**src/rtl/pwmc_pkg.sv**
```systemverilog
package pwmc_pkg;
    localparam logic [3:0] MODE_PWM_LO = 4'b0110;
    localparam logic [3:0] MODE_PWM_HI = 4'b0111;

    typedef struct packed {
        logic [3:0] mode;
        logic       pre;
        logic       imae;
    } cfg_t;
endpackage

```
**src/rtl/pwmc_cfg_reg.sv**
```systemverilog
module pwmc_cfg_reg
    import pwmc_pkg::*;
#(
    parameter int WR_W = 9
) (
    input  logic            clk,
    input  logic            rst_n,
    input  logic            wr_cfg,
    input  logic [WR_W-1:0] wdata,
    output cfg_t            cfg,
    output logic [WR_W-1:0] rdata
);
    cfg_t cfg_d, cfg_q;

    always_comb begin
        cfg_d = cfg_q;
        if (wr_cfg) begin
            cfg_d.mode = {wdata[8], wdata[2:0]};
            cfg_d.pre  = wdata[4];
            cfg_d.imae = wdata[5];
        end
    end

    always_ff @(posedge clk) begin
        if (!rst_n) cfg_q <= '0;
        else        cfg_q <= cfg_d;
    end

    always_comb begin
        rdata    = '0;
        rdata[8] = cfg_q.mode[3];
        rdata[2:0] = cfg_q.mode[2:0];
        rdata[4] = cfg_q.pre;
        rdata[5] = cfg_q.imae;
    end

    assign cfg = cfg_q;

    // reserved read-back bits stay zero
    p_rsvd_zero_r2: assert property (@(posedge clk) disable iff (!rst_n)
        (rdata[7:6] == 2'b00) && (rdata[3] == 1'b0));
endmodule

```
**src/rtl/pwmc_cmp_shadow.sv**
```systemverilog
module pwmc_cmp_shadow #(
    parameter int CNT_W = 16
) (
    input  logic             clk,
    input  logic             rst_n,
    input  logic             wr_cmp,
    input  logic [CNT_W-1:0] wdata,
    input  logic             pre,
    input  logic             upd,
    output logic [CNT_W-1:0] act
);
    typedef struct packed {
        logic [CNT_W-1:0] hold;
        logic [CNT_W-1:0] act;
    } st_t;

    st_t st_d, st_q;

    always_comb begin
        st_d = st_q;
        if (wr_cmp) st_d.hold = wdata;
        if (!pre) begin
            if (wr_cmp) st_d.act = wdata;
        end else if (upd) begin
            st_d.act = st_d.hold;
        end
    end

    always_ff @(posedge clk) begin
        if (!rst_n) st_q <= '0;
        else        st_q <= st_d;
    end

    assign act = st_q.act;

    // direct write lands in the active value at once
    p_direct_load_r6: assert property (@(posedge clk) disable iff (!rst_n)
        (wr_cmp && !pre) |=> (act == $past(wdata)));
    // buffered value held until an update event
    p_preload_hold_r7: assert property (@(posedge clk) disable iff (!rst_n)
        (pre && !upd) |=> $stable(act));
endmodule

```
**src/rtl/pwmc_out_gen.sv**
```systemverilog
module pwmc_out_gen
    import pwmc_pkg::*;
#(
    parameter int CNT_W = 16
) (
    input  logic             clk,
    input  logic             rst_n,
    input  logic [CNT_W-1:0] cnt,
    input  logic [CNT_W-1:0] cmp,
    input  logic [3:0]       mode,
    input  logic             imae,
    input  logic             trig,
    input  logic             ovf,
    output logic             oref
);
    typedef struct packed {
        logic frc;
        logic oref;
    } st_t;

    st_t  st_d, st_q;
    logic is_pwm;
    logic hi_mode;
    logic cmp_lvl;

    always_comb begin
        hi_mode = (mode == MODE_PWM_HI);
        is_pwm  = (mode == MODE_PWM_LO) || hi_mode;
        cmp_lvl = (cnt < cmp) ^ hi_mode;
        st_d = st_q;
        if (ovf)                           st_d.frc = 1'b0;
        else if (trig && imae && is_pwm)   st_d.frc = 1'b1;
        if (!is_pwm)        st_d.oref = 1'b0;
        else if (st_d.frc)  st_d.oref = hi_mode;
        else                st_d.oref = cmp_lvl;
    end

    always_ff @(posedge clk) begin
        if (!rst_n) st_q <= '0;
        else        st_q <= st_d;
    end

    assign oref = st_q.oref;

    // overflow always ends the forced period
    p_force_end_r9: assert property (@(posedge clk) disable iff (!rst_n)
        ovf |=> !st_q.frc);
    // non-pulse modes keep the output low
    p_inactive_r5: assert property (@(posedge clk) disable iff (!rst_n)
        !is_pwm |=> !oref);
    // an unqualified trigger cannot start a forced period
    p_trig_gate_r10: assert property (@(posedge clk) disable iff (!rst_n)
        (trig && !(imae && is_pwm) && !st_q.frc) |=> !st_q.frc);
    // a qualified trigger gives the match level
    p_force_lvl_r8: assert property (@(posedge clk) disable iff (!rst_n)
        (trig && imae && is_pwm && !ovf) |=> (oref == $past(hi_mode)));
endmodule

```
**src/rtl/pwm_compare_channel.sv**
```systemverilog
module pwm_compare_channel
    import pwmc_pkg::*;
#(
    parameter int CNT_W = 16,
    localparam int WR_W = (CNT_W > 9) ? CNT_W : 9
) (
    input  logic             clk,
    input  logic             rst_n,
    input  logic             wr_en,
    input  logic             wr_sel,
    input  logic [WR_W-1:0]  wr_data,
    input  logic [CNT_W-1:0] cnt,
    input  logic             ovf_udf,
    input  logic             upd_ev,
    input  logic             trig,
    output logic [WR_W-1:0]  cfg_rdata,
    output logic             oref
);
    cfg_t             cfg;
    logic [CNT_W-1:0] cmp_act;

    pwmc_cfg_reg #(.WR_W(WR_W)) u_cfg (
        .clk   (clk),
        .rst_n (rst_n),
        .wr_cfg(wr_en && !wr_sel),
        .wdata (wr_data),
        .cfg   (cfg),
        .rdata (cfg_rdata)
    );

    pwmc_cmp_shadow #(.CNT_W(CNT_W)) u_cmp (
        .clk   (clk),
        .rst_n (rst_n),
        .wr_cmp(wr_en && wr_sel),
        .wdata (wr_data[CNT_W-1:0]),
        .pre   (cfg.pre),
        .upd   (upd_ev),
        .act   (cmp_act)
    );

    pwmc_out_gen #(.CNT_W(CNT_W)) u_out (
        .clk  (clk),
        .rst_n(rst_n),
        .cnt  (cnt),
        .cmp  (cmp_act),
        .mode (cfg.mode),
        .imae (cfg.imae),
        .trig (trig),
        .ovf  (ovf_udf),
        .oref (oref)
    );

    // output low in the first cycle after reset
    p_reset_low_r1: assert property (@(posedge clk)
        !rst_n |=> !oref);
endmodule

```
**config.mk**
```make
export PLATFORM = sky130hd
export DESIGN_NAME = pwm_compare_channel
export DESIGN_NICKNAME = d
export VERILOG_FILES = /design/src/rtl/pwmc_pkg.sv /design/src/rtl/pwmc_cfg_reg.sv /design/src/rtl/pwmc_cmp_shadow.sv /design/src/rtl/pwmc_out_gen.sv /design/src/rtl/pwm_compare_channel.sv
export SDC_FILE = /design/constraint.sdc
export NUM_CORES = 1
export LEC_CHECK = 0
export ABC_AREA = 1
export BUFFER_PORTS_ARGS = -buffer_cell sky130_fd_sc_hd__buf_2
export CORE_UTILIZATION = 45
export DETAILED_ROUTE_END_ITERATION = 8
export PLACE_DENSITY = 0.81
export SLEW_MARGIN = 20
export SYNTH_ARGS = -nofsm -noshare
export SYNTH_HDL_FRONTEND = slang
export SYNTH_SLANG_ARGS = --single-unit
```
**constraint.sdc**
```tcl
create_clock -name clk -period 3.73 [get_ports clk]
set_input_delay 0.373 -clock clk [delete_from_list [all_inputs] [get_ports clk]]
set_output_delay 0.373 -clock clk [all_outputs]
set_load 0.02 [all_outputs]
```
==> results.toml <==
[drt]
remaining_drc_errors = 0
routed_via_density = 4.98
finalWirelength_mm = 4.30
vias = 1859
initialDrtViolationCount = 71
dr.pass1.iters = 4
ant_nets = 0
routedWlPerCell_microns = 11.5

[worst_setup_path]
slowest_delay_ps = 660
worstSetupStartpoint = "u_cfg.cfg[1]"
end_kind = "flop"
ff2ff_path_depth = 7
rr_startpoint = "u_cfg.cfg[1]"
crit_type = "flop to flop"
crit_arrival_ps = 2140
cp.required_ps = 3930
crit_path_top_delay_cell = "dfxtp_1"
crit_path_start_kind = "flop"
path_cells = "nand2_2 > o21ai_2 > inv_2 > a22oi_1 > o21ai_0 > nand2_1 > inv_1"
path_max_fanout = 16

[power]
p_leak_uw = 0.00118
vdd_ir_drop_max_v = 0.000173
powerDensity_nw_per_um2 = 389

[logic_synthesis]
yosys.area.top_type = "dfxtp_1"
yosysUniqueCellTypes = 31
ys.flop_type = "dfxtp_1"
synth_edf_count = 0
seq_area_frac_synth_pct = 38.3
synth-seq-cells = 40
yosysMostFrequentCell = "nand2_1"
syn_avg_cell_area_sq_um = 7.48
synth_warnings = 0
netlist_top_cells_count = "nand2_1, inv_1, dfxtp_1"
async_flop_share_pct = 0
ys_top_cells_by_area = "dfxtp_1, nand2_1, ha_1"
netlist_instances = 280
synth_top_area_share_pct = 38.3
synth_area_sq_um = 2090

[status]
status = "complete, no violations"

[cts]
numCtsBuffers = 5
path_clk_slew_ps = 70
htree_levels = 2
cts_tree = "built"
cts_resized = 0
ctsHoldBuffers = 0
post_cts_buffers = 0
cts_sinks = 40
clk_root_buffer_cell = "clkbuf_8"
cts_max_path_buffers = 2
clk_latency_ps = 290

[floorplan]
die-height_microns = 70.2
fp-row-count = 24
dieArea_sq_um = 4930
die_x_microns = 70.2
core_sq_um = 4410
initial_core_util_pct = 47.4
io_pins = 56

[final_layout]
finalNonFillerCells = 373
utilization_pct = 53.6
fin_nets = 374
drive_gt1_share_pct = 18.4
fin_area_sq_um = 2370
n_antenna_cell = 0
syn2layout_area_growth_pct = 13.0

[hold_path]
hold_depth = 3
min_from = "wr_data[5]"
hp-class = "input pin to flop"

[flow_run]
maxCapViolCount = 0

[placed_design]
gp_congestion = 0.812
portBuffers = 45
dp.cells = 365
post-dp-hpwl_mm = 3.19
post_dp_cell_area_sq_um = 2280

[timing]
hold_violations = 0
fin_crit_sh_pct = 51.9
setup_tns_ps = 0
relSlewSlack_pct = 64.1
post-route-min-period_ps = 1940
setup_viol = 0
fin_skew_ps = 4.95
fmax_mhz = 517
slew_viol_final = 0
holdWs_ps = 338
worst_pin_slew_ps = 538
rsz0062_at_grt = "false"

[global_routing]
grt_pass1_vias = 1668
antenna_found_initial = 0
grtUsageTotal_pct = 18.9
grt_pass1_wl_mm = 7.35
grt_max_degree = 27
overflow = 0
## per-stage QoR
step,setup slack [ps],total power [uW]
after floorplan,2410,595
after global placement,1920,628
after detailed placement,1850,633
after CTS,1840,925
after global routing,1610,974
final,1790,920
## power by group
part / internal [uW] / total [uW] / switching (uW)
registers: 449 / 461 / 11.5
clock network: 151 / 297 / 146
logic: 61.7 / 163 / 101
## cells by family (layout without fill, tap and decap cells)
kind of cell,count (synthesis),count (layout),synth area share (%)
buf+inv,66,98,14.8
mux,2,2,0.956
fa+ha+maj,15,15,8.97
compound gates,64,64,19.2
other cells,1,10,0.179
flops,40,40,38.3
simple gates,92,92,17.6
## critical path: cells and delay by family, from the launching register on
family	cells	cell delay (ps)
AOI/OAI and AO/OA	3	580
buffers and inverters	2	200
DFF	1	660
and+or+nand+nor	2	410
## per-layer routing
layer | routed length [microns] | vias to the layer above | part of all wire, % | GRT usage [%]
met3 | 282 | 10 | 6.6 | 5.19
met2 | 1990 | 63 | 46 | 29.8
li1 | - | 962 | - | -
met4 | 96 | 0 | 2.2 | 8.22
met5 | 0 | - | 0 | 0
met1 | 1930 | 824 | 45 | 24.3
## cell type report
cell class              count  area (sq um)
multi-input cells         183          1020
inverters                  45           169
repair buffers             45           225
clock buffers               8          90.1
well taps                  52          65.1
fillers                   438          2050
flip-flops and latches     40           801
## placed cells by master, fill, tap and decap left out, types with 2 or more instances in the layout
cell type and count:
nand2_1 53, buf_2 45, inv_1 42, dfxtp_1 40, nor2_1 29, a21oi_1 17, ha_1 15, conb_1 10
o21ai_0 9, o22ai_1 8, o31ai_1 8, a21boi_0 7, a22oi_1 6, clkbuf_8 6, nand3_1 4, o21ai_1 3
inv_2 2, mux2i_1 2, o21ai_2 2, nor3_1 2, clkbuf_1 2
## registers in the layout, indices dropped and copies added, names as in the netlist
signal and flops:
u_cfg.cfg 6, u_out.st_q 1, u_cmp.act 16, u_out.oref 1, u_cmp.st_q 16
## path summary, 6_finish.rpt
| path | to | slack, ps |
|---|---|---|
| worst max-delay path | u_cmp.act[13] | 1790 |
| worst min-delay path | u_cfg.cfg[0] | 340 |
| worst max register to register | u_cmp.act[13] | 1790 |
| worst min register to register | u_out.oref | 470 |
Power figures use the tool's default switching activity.
